File: src/rtl/dsm2_pkg.sv
package dsm2_pkg;

    // Which bound an integrator hit on its last update
    typedef enum logic [1:0] {
        CLAMP_NONE = 2'd0,
        CLAMP_HIGH = 2'd1,
        CLAMP_LOW  = 2'd2
    } clamp_e;

    localparam int unsigned DSM2_IN_W_DEF  = 16;
    localparam int unsigned DSM2_GUARD_DEF = 6;

    function automatic int unsigned dsm2_max(input int unsigned a, input int unsigned b);
        return (a > b) ? a : b;
    endfunction

endpackage

File: src/rtl/dsm2_integ.sv
module dsm2_integ
    import dsm2_pkg::*;
#(
    parameter int unsigned ACC_W   = 22,
    parameter int unsigned DELTA_W = 18
) (
    input  logic                      clk_i,
    input  logic                      rst_i,
    input  logic                      en_i,
    input  logic signed [DELTA_W-1:0] delta_i,
    output logic signed [ACC_W-1:0]   acc_q_o,
    output logic                      neg_d_o
);

    localparam int unsigned SUM_W = dsm2_max(ACC_W, DELTA_W) + 1;
    localparam logic signed [SUM_W-1:0] HI_S =
        {{(SUM_W-ACC_W+1){1'b0}}, {(ACC_W-1){1'b1}}};
    localparam logic signed [SUM_W-1:0] LO_S =
        {{(SUM_W-ACC_W+1){1'b1}}, {(ACC_W-1){1'b0}}};

    typedef struct packed {
        logic [ACC_W-1:0] acc;
        clamp_e           clamp;
    } integ_state_t;

    integ_state_t st_d, st_q;

    logic signed [SUM_W-1:0] acc_x;
    logic signed [SUM_W-1:0] dl_x;
    logic signed [SUM_W-1:0] sum;

    always_comb begin
        acc_x = SUM_W'($signed(st_q.acc));
        dl_x  = SUM_W'(delta_i);
        sum   = acc_x + dl_x;
        st_d  = st_q;
        if (en_i) begin
            if (sum > HI_S) begin
                st_d.acc   = HI_S[ACC_W-1:0];
                st_d.clamp = CLAMP_HIGH;
            end else if (sum < LO_S) begin
                st_d.acc   = LO_S[ACC_W-1:0];
                st_d.clamp = CLAMP_LOW;
            end else begin
                st_d.acc   = sum[ACC_W-1:0];
                st_d.clamp = CLAMP_NONE;
            end
        end
    end

    always_ff @(posedge clk_i) begin
        if (rst_i) begin
            st_q <= '0;
        end else begin
            st_q <= st_d;
        end
    end

    assign acc_q_o = $signed(st_q.acc);
    assign neg_d_o = st_d.acc[ACC_W-1];


    no_wrap_up_chk: assert property (@(posedge clk_i) disable iff (rst_i)
        (en_i && delta_i >= 0) |=> (acc_q_o >= $past(acc_q_o)));


    no_wrap_dn_chk: assert property (@(posedge clk_i) disable iff (rst_i)
        (en_i && delta_i <= 0) |=> (acc_q_o <= $past(acc_q_o)));


    clamp_hold_chk: assert property (@(posedge clk_i) disable iff (rst_i)
        (st_q.clamp == CLAMP_HIGH && en_i && delta_i >= 0) |=>
        (acc_q_o == $past(acc_q_o)));


    integ_hold_chk: assert property (@(posedge clk_i) disable iff (rst_i)
        !en_i |=> $stable(acc_q_o));

endmodule

File: src/rtl/dsm2_quant.sv
module dsm2_quant #(
    parameter int unsigned IN_W       = 16,
    parameter int unsigned ACC_W      = 22,
    parameter int unsigned FULL_SCALE = 32768
) (
    input  logic                    clk_i,
    input  logic                    rst_i,
    input  logic                    en_i,
    input  logic                    neg_d_i,
    output logic                    bit_q_o,
    output logic signed [IN_W+1:0]  fb1_o,
    output logic signed [ACC_W+1:0] fb2_o
);

    localparam int unsigned FB1_W = IN_W + 2;
    localparam int unsigned FB2_W = ACC_W + 2;
    localparam logic signed [FB1_W-1:0] FS1 = FB1_W'(FULL_SCALE);
    localparam logic signed [FB2_W-1:0] FS2 = FB2_W'(2 * FULL_SCALE);

    typedef struct packed {
        logic bit_v;
    } quant_state_t;

    quant_state_t st_d, st_q;

    always_comb begin
        st_d = st_q;
        if (en_i) begin
            st_d.bit_v = !neg_d_i;
        end
    end

    always_ff @(posedge clk_i) begin
        if (rst_i) begin
            st_q <= '0;
        end else begin
            st_q <= st_d;
        end
    end

    assign bit_q_o = st_q.bit_v;
    assign fb1_o   = st_q.bit_v ? FS1 : -FS1;
    assign fb2_o   = st_q.bit_v ? FS2 : -FS2;

endmodule

File: src/rtl/dsm2_modulator.sv
module dsm2_modulator
    import dsm2_pkg::*;
#(
    parameter int unsigned IN_W       = DSM2_IN_W_DEF,
    parameter int unsigned GUARD      = DSM2_GUARD_DEF,
    parameter int unsigned FULL_SCALE = 2 ** (DSM2_IN_W_DEF - 1)
) (
    input  logic                   clk_i,
    input  logic                   rst_i,
    input  logic                   smp_en_i,
    input  logic signed [IN_W-1:0] smp_i,
    output logic                   bit_o
);

    localparam int unsigned ACC_W = IN_W + GUARD;
    localparam int unsigned D1_W  = IN_W + 2;
    localparam int unsigned D2_W  = ACC_W + 2;

    logic signed [D1_W-1:0]  fb1;
    logic signed [D2_W-1:0]  fb2;
    logic signed [D1_W-1:0]  d1;
    logic signed [D2_W-1:0]  d2;
    logic signed [ACC_W-1:0] i1_q;
    logic signed [ACC_W-1:0] i2_q;
    logic                    i1_neg_d;
    logic                    i2_neg_d;
    logic                    bit_q;

    // Input minus feedback into the first stage, first-stage state minus
    // doubled feedback into the second stage
    assign d1 = D1_W'(smp_i) - fb1;
    assign d2 = D2_W'(i1_q) - fb2;

    dsm2_integ #(
        .ACC_W   (ACC_W),
        .DELTA_W (D1_W)
    ) u_integ1 (
        .clk_i   (clk_i),
        .rst_i   (rst_i),
        .en_i    (smp_en_i),
        .delta_i (d1),
        .acc_q_o (i1_q),
        .neg_d_o (i1_neg_d)
    );

    dsm2_integ #(
        .ACC_W   (ACC_W),
        .DELTA_W (D2_W)
    ) u_integ2 (
        .clk_i   (clk_i),
        .rst_i   (rst_i),
        .en_i    (smp_en_i),
        .delta_i (d2),
        .acc_q_o (i2_q),
        .neg_d_o (i2_neg_d)
    );

    dsm2_quant #(
        .IN_W       (IN_W),
        .ACC_W      (ACC_W),
        .FULL_SCALE (FULL_SCALE)
    ) u_quant (
        .clk_i   (clk_i),
        .rst_i   (rst_i),
        .en_i    (smp_en_i),
        .neg_d_i (i2_neg_d),
        .bit_q_o (bit_q),
        .fb1_o   (fb1),
        .fb2_o   (fb2)
    );

    assign bit_o = bit_q;


    reset_clear_chk: assert property (@(posedge clk_i)
        rst_i |=> (!bit_o && i1_q == '0 && i2_q == '0));


    quant_sign_chk: assert property (@(posedge clk_i) disable iff (rst_i)
        smp_en_i |=> (bit_o == (i2_q >= 0)));


    idle_hold_chk: assert property (@(posedge clk_i) disable iff (rst_i)
        !smp_en_i |=> ($stable(bit_o) && $stable(i1_q) && $stable(i2_q)));


    no_fold_neg_chk: assert property (@(posedge clk_i) disable iff (rst_i)
        (smp_en_i && d1 >= 0 && i1_q >= 0) |-> !i1_neg_d);

endmodule

File: config.mk
export PLATFORM = sky130hd
export DESIGN_NAME = dsm2_modulator
export DESIGN_NICKNAME = d
export VERILOG_FILES = /design/src/rtl/dsm2_pkg.sv /design/src/rtl/dsm2_integ.sv /design/src/rtl/dsm2_quant.sv /design/src/rtl/dsm2_modulator.sv
export SDC_FILE = /design/constraint.sdc
export NUM_CORES = 1
export LEC_CHECK = 0
export BUFFER_PORTS_ARGS = -buffer_cell sky130_fd_sc_hd__buf_2
export CORE_ASPECT_RATIO = 0.75
export CORE_MARGIN = 2
export CORE_UTILIZATION = 48
export DETAILED_ROUTE_END_ITERATION = 8
export PLACE_DENSITY = 0.62
export SYNTH_ARGS = -nofsm -noshare
export SYNTH_HDL_FRONTEND = slang
export SYNTH_HIERARCHICAL = 1
export SYNTH_SLANG_ARGS = --single-unit
File: constraint.sdc
create_clock -name clk_i -period 13 [get_ports clk_i]
set_input_delay 2.6 -clock clk_i [delete_from_list [all_inputs] [get_ports clk_i]]
set_output_delay 2.6 -clock clk_i [all_outputs]
set_load 0.005 [all_outputs]
==> reports/summary.txt, run 1 <==
IO buf count: 19
share of cells above drive strength 1: 0.08990
Post-Synth XOR/XNOR Area: 0.08826
period utilization: 0.5288
clk_lat worst skew: 0.29 ns
post-synthesis mux area share: 0.003113
initial core utilization: 0.4953
CTS H-tree depth: 2
Syn Area/Cell: 7.492 µm²
initial antenna violation count: 0
CP max stage cell: o31ai_4
Via density: 5.704
number of synthesized flops with an enable pin: 0
CTS buffer count: 5
outcome: finished clean
Gate Count Post-Synth: 912
Syn Std Cell Area: 0.006833 mm²
GRT busiest layer: met1
# rows: 37
root buf cell: clkbuf_16
Detailed Place HPWL: 12260 µm
grt ovf: 0
Vias: 6138
most frequent cells in the layout: ha_1 (86), nor2_1 (80), a21oi_1 (78)
Final Hold Fails: 0
Reg2Reg Setup Slack: 7.59 ns
Min-Delay Path Class: reg -> reg
fin. max-slew vios: 0
Placeable Area: 0.01380 mm²
DR pass1 iterations: 5
most common cell after layout, fill and taps aside: ha_1
hold path depth: 2
most used cell, CP: ha_1
nets@finish: 1009
GRT Total Usage: 0.2182
setup violators final: 0
diode count: 0
CP Data Arrival Time: 7.07 ns
Crit path max-delay family: compound AO/OA/AOI/OAI gates
total of max-cap violations: 0
Peak Freq: 145.5 MHz
Reg2Reg Depth: 17
Reg2Reg Capture Point: u_integ2/acc_q_o[2]
vias in the first global route: 5646
CTS tree: built
drt wl/cell: 14.85 µm
CP Cell Sequence: buf_2, ha_1, a2111oi_0, a211o_2, o21ai_2, a2111o_1, nand3_1, ha_1, a2111oi_2, a32oi_1, or3_1, o31ai_4, nor2_1, a211oi_1
fin crit period: 6.874 ns
FF-to-FF Start: u_integ1/acc_q_o[5]
Top FF cell, synth: dfxtp_1
area share of fa/ha/maj cells after synthesis: 0.1725
Post-Route Setup TNS: 0 ns
CP endpoint: u_integ1/acc_q_o[19]
compound-gate portion of the synthesized area: 0.3219
maximum fanout along the worst path: 18
Slew HR: 0.3026
Buf/Inv on CP: 1
gp weighted congestion: 0.8616
die width: 141.8 µm
yosys warns: 6
hold_buf cts: 0
Clock Skew: 0.005912 ns
Post-CTS Setup Repair Bufs: 0
Post-Synth Simple-Gate Area: 0.1751
largest family of logic cells by synthesized area: compound AO/OA/AOI/OAI gates
antenna-violating nets left: 0
Crit path depth: 14
Reg clk slew, reported paths: 0.06 ns
sinks on the clock net: 45
die area: 0.01521 mm²
Layout area overhead: 2.106%
maximum root-to-sink buffer count: 2
register area share after synthesis: 0.1318
critical path startpoint category: input port
io pins: 20
largest net degree at the start of global routing: 37
die height: 107.3 µm
met2 Usage GRT: 0.3197
Yosys reg bits: 45
Crit. End Element: flip-flop
peak per-stage delay on the critical path: 0.68 ns
first-pass GRT wire length: 27520 µm
RSZ-0062 raised after global routing: no
Detailed Route WL: 15980 µm
worst setup path start: smp_i[6]
Worst Max-Slew Pin Slew: 1.046 ns
Post-CTS Resized: 0
GR Util met1: 0.3490
Async SR Flop Fraction: 0
number of DRC markers in iteration 0: 470
grt met3 use: 0.02491
drt drc: 0
Worst EP required: 13.20 ns
synth unique cells: 82
critical path class: in -> reg
sequential cells by signal (all words and copies together), names as in the netlist:
signal	flops
u_integ2/acc_q_o	22
u_integ1/acc_q_o	22
u_quant/bit_q_o	1
metal layers:
metal,vias to the layer above,share of wire
met5,-,0
met4,0,0.0032
met3,7,0.040
met2,129,0.39
met1,2782,0.57
li1,3220,-
metrics by stage:
| stage | setup slack (ns) | util | hold slack (ns) | area, µm² | std cells |
|---|---|---|---|---|---|
| CTS | 6.166 | 0.5057 | 0.4873 | 6977 | 1076 |
| finish | 6.126 | 0.5057 | 0.4806 | 6977 | 1076 |
| global placement | 6.009 | 0.4943 | 0.4767 | 6819 | 1068 |
| detailed placement | 5.867 | 0.4943 | 0.4786 | 6819 | 1068 |
| global route | 5.695 | 0.5057 | 0.5063 | 6977 | 1076 |
| floorplan | 6.675 | - | 0.4457 | 6949 | 943 |
worst min-delay path by stage:
stage	end	from	slack (ns)
floorplan	u_integ1/acc_q_o[18]	u_integ1/acc_q_o[18]	0.45
global placement	u_integ1/acc_q_o[3]	u_integ1/acc_q_o[3]	0.48
detailed placement	u_integ1/acc_q_o[6]	u_integ1/acc_q_o[6]	0.48
CTS	u_integ1/acc_q_o[6]	u_integ1/acc_q_o[6]	0.49
global route	u_integ1/acc_q_o[2]	u_integ1/acc_q_o[2]	0.51
finish	u_integ1/acc_q_o[3]	u_integ1/acc_q_o[3]	0.48
cell type report:
cell class,instances,area (µm²)
clock buffers,7,152.6
clock inverters,1,5.005
fillers,1403,6819
inverters,70,262.8
multi-input cells,757,5326
flip-flops and latches,45,900.9
well taps,175,219.0
repair buffers,21,110.1
cell families (layout without fill, tap and decap cells):
logic type / after synthesis / count (layout)
other: 2 / 33
xor gates and xnor gates: 68 / 68
buffers and inverters: 141 / 99
DFF: 45 / 45
adders and majority gates: 92 / 92
muxes: 2 / 2
AOI/OAI and AO/OA: 317 / 317
and+or+nand+nor: 245 / 245
synthesized netlist by cell type, types with 3 or more instances:
master     count  area (µm²)
nor3_1        11       55.05
nand2_1       63       236.5
ha_1          86        1076
nand4_1       16       100.1
o211ai_1      10       75.07
o41ai_1        3       26.28
and4_1         5       43.79
nand3_1       16       80.08
clkbuf_1      14       52.55
buf_2          8       40.04
a21oi_1       78       390.4
a211oi_2      18       225.2
or2_2          4       25.02
xor2_1        23       201.4
o2111ai_1      3       26.28
dfxtp_1       45       900.9
nor2b_1        5       31.28
buf_4         45       337.8
o21bai_1       9       67.56
and3_1        13       81.33
o32ai_1        3       26.28
nor2_1        80       300.3
a211oi_1      15       112.6
a21o_1        24       180.2
o31ai_1        8       60.06
or3_1          5       31.28
nand3b_1       3       22.52
a31oi_1        9       56.30
inv_1         70       262.8
o21ai_0       58       290.3
nand2b_1      10       62.56
xnor2_1       44       385.4
o21ai_1       21       105.1
fa_1           4       80.08
o21a_1        17       127.6
worst reg2reg max path, cell delays in order (launching register included):
cell and delay [ns]:
dfxtp_1 0.37, ha_1 0.31, or2_2 0.32, a21oi_1 0.17, a311oi_2 0.10, o31ai_2 0.53
o31ai_1 0.16, xor2_1 0.19, ha_1 0.39, and3_1 0.30, a22oi_2 0.27, a31oi_1 0.12
o21a_1 0.20, o41ai_1 0.35, nand4_1 0.17, a21oi_2 0.84, o21ai_0 0.28, a211oi_2 0.27
Power of run 1 is left out: the tool's default activity adds up to more than one toggle a clock period on the data nets, which glitch-free logic cannot reach.
==> run 2, diff against run 1 <==
==> constraint.sdc (replaced) <==
create_clock -name clk_i -period 6.34 [get_ports clk_i]
set_input_delay 1.268 -clock clk_i [delete_from_list [all_inputs] [get_ports clk_i]]
set_output_delay 1.268 -clock clk_i [all_outputs]
set_load 0.005 [all_outputs]
==> run 2 against run 1 <==
Against the previous run: clock-buffer cell count decreased by 1; first-iteration DRC count decreased by 1.1%; wire length decreased by 1.1%; critical endpoint is now u_integ2/acc_q_o[18]; core utilization about the same.
==> reports/summary.txt, run 2 (same netlist as run 1, synthesis figures left out) <==
outcome: finished clean
IO buf count: 19 (unchanged)
Worst Max-Slew Pin Slew: 0.9947 ns (-0.05137 ns)
peak per-stage delay on the critical path: 0.65 ns (-0.03 ns)
Min-Delay Path Class: reg -> reg
DRT met1 WL: 8897 µm (-2.5%)
total of max-cap violations: 0 (unchanged)
wire length on met2: 6126 µm (-0.76%)
clk_lat worst skew: 0.29 ns (about the same)
GRT Total Usage: 0.2182 (about the same)
fin cells: 1079 (+0.28%)
Clock Skew: 0.008360 ns (+0.002448 ns)
CP Data Arrival Time: 5.50 ns (-1.57 ns)
die height: 107.3 µm (unchanged)
vias in the first global route: 5640 (-0.11%)
# rows: 37 (unchanged)
Worst EP required: 6.48 ns (-6.72 ns)
highest metal used: met4
Placeable Area: 0.01380 mm² (unchanged)
setup violators final: 0 (unchanged)
grt ovf: 0 (unchanged)
number of DRC markers in iteration 0: 465 (-1.1%)
first-pass GRT wire length: 27460 µm (-0.23%)
maximum fanout along the worst path: 22 (+4)
Peak Freq: 186.6 MHz
Reg clk slew, reported paths: 0.07 ns (about the same)
hold_ws: 0.4802 ns (-0.0004440 ns)
fin. max-slew vios: 0 (unchanged)
CTS H-tree depth: 2 (unchanged)
Detailed Route WL: 15810 µm (-1.1%)
die width: 141.8 µm (unchanged)
share of cells above drive strength 1: 0.09181 (+0.001914)
nets@finish: 1012 (+0.30%)
Layout area overhead: 2.161% (about the same)
drt wl/cell: 14.65 µm (-1.4%)
most frequent cells in the layout: ha_1 (86), nor2_1 (80), a21oi_1 (78)
root buf cell: clkbuf_16
fin util: 0.5060 (about the same)
Reg2Reg Setup Slack: 0.98 ns (-6.61 ns)
hold_buf cts: 0 (unchanged)
CTS buffer count: 5 (unchanged)
Post-CTS Setup Repair Bufs: 0 (unchanged)
Slew HR: 0.3369 (+0.03425)
drt drc: 0 (unchanged)
Post-Route Setup TNS: 0 ns (unchanged)
sinks on the clock net: 45 (unchanged)
maximum root-to-sink buffer count: 2 (unchanged)
RSZ-0062 raised after global routing: no
diode count: 0 (unchanged)
Crit path max-delay family: compound AO/OA/AOI/OAI gates
initial antenna violation count: 0 (unchanged)
CP Cell Sequence: ha_1, and2b_1, o21ai_1, a311oi_2, o31ai_2, o31ai_1, xor2_1, ha_1, and3_1, a22oi_2, nand2_1, a211oi_1, o21ai_2, nor2_1, a31o_2, o22ai_1
critical path class: reg -> reg
Via density: 5.684 (-0.36%)
CP max stage cell: a31o_2
critical path startpoint category: flip-flop
Final Hold Fails: 0 (unchanged)
Vias: 6133 (-0.081%)
antenna-violating nets left: 0 (unchanged)
period utilization: 0.8454
die area: 0.01521 mm² (unchanged)
fin crit period: 5.360 ns
gp weighted congestion: 0.8967 (+4.1%)
Buf/Inv on CP: 0 (-1)
largest net degree at the start of global routing: 36 (-2.7%)
Detailed Place HPWL: 12290 µm (+0.22%)
CTS tree: built
io pins: 20 (unchanged)
placed cell count: 1071 (+0.28%)
Post-CTS Resized: 0 (unchanged)
most used cell, CP: ha_1
initial core utilization: 0.4953 (unchanged)
DR pass1 iterations: 5 (unchanged)
Crit. End Element: flip-flop
DR WL met3: 692 µm (+9.5%)
most common cell after layout, fill and taps aside: ha_1
-- run 2: cell types whose count changed in the layout (fill, tap and decap cells not counted), sizes merged --
cell / previous run / this run
clkbuf: 7 / 6
buf: 21 / 24
clkinv: 1 / 2
-- run 2: cell type report --
| type | instances | area [µm²] |
|---|---|---|
| Clock buffer | 6 | 128.9 |
| Clock inverter | 2 | 10.01 |
| Fill cell | 1404 | 6815 |
| Inverter | 70 | 262.8 |
| Multi-Input combinational cell | 757 | 5326 |
| Sequential cell | 45 | 900.9 |
| Tap cell | 175 | 219.0 |
| Timing Repair Buffer | 24 | 132.6 |
-- run 2: path summary, 6_finish.rpt --
| kind | start | to | depth (start not counted) |
|---|---|---|---|
| max | u_integ1/acc_q_o[2] | u_integ2/acc_q_o[18] | 16 |
| min | u_integ1/acc_q_o[6] | u_integ1/acc_q_o[6] | 2 |
| max reg2reg | u_integ1/acc_q_o[2] | u_integ2/acc_q_o[18] | 16 |
| min reg2reg | u_integ1/acc_q_o[6] | u_integ1/acc_q_o[6] | 2 |
-- run 2: per-stage QoR --
step	instance area [µm²]	setup WS [ns]
after global routing	6980	0.6226
after global placement	6842	0.9238
after CTS	6980	1.055
after floorplan	6949	1.347
after detailed placement	6842	0.7580
final	6980	0.9799
-- run 2: worst register-to-register path, cell delays in order (launching register included) --
cell and delay (ns):
dfxtp_1 0.37, ha_1 0.29, and2b_1 0.19, o21ai_1 0.22
a311oi_2 0.19, o31ai_2 0.52, o31ai_1 0.16, xor2_1 0.19
ha_1 0.38, and3_1 0.30, a22oi_2 0.26, nand2_1 0.10
a211oi_1 0.50, o21ai_2 0.41, nor2_1 0.28, a31o_2 0.65
o22ai_1 0.22
-- run 2: per-layer routing --
metal	GRT usage	vias up
met4	0.02143	0
met2	0.3218	114
met5	0	-
li1	-	3228
met1	0.3479	2783
met3	0.02313	8
Power of run 2 is left out for the same reason.
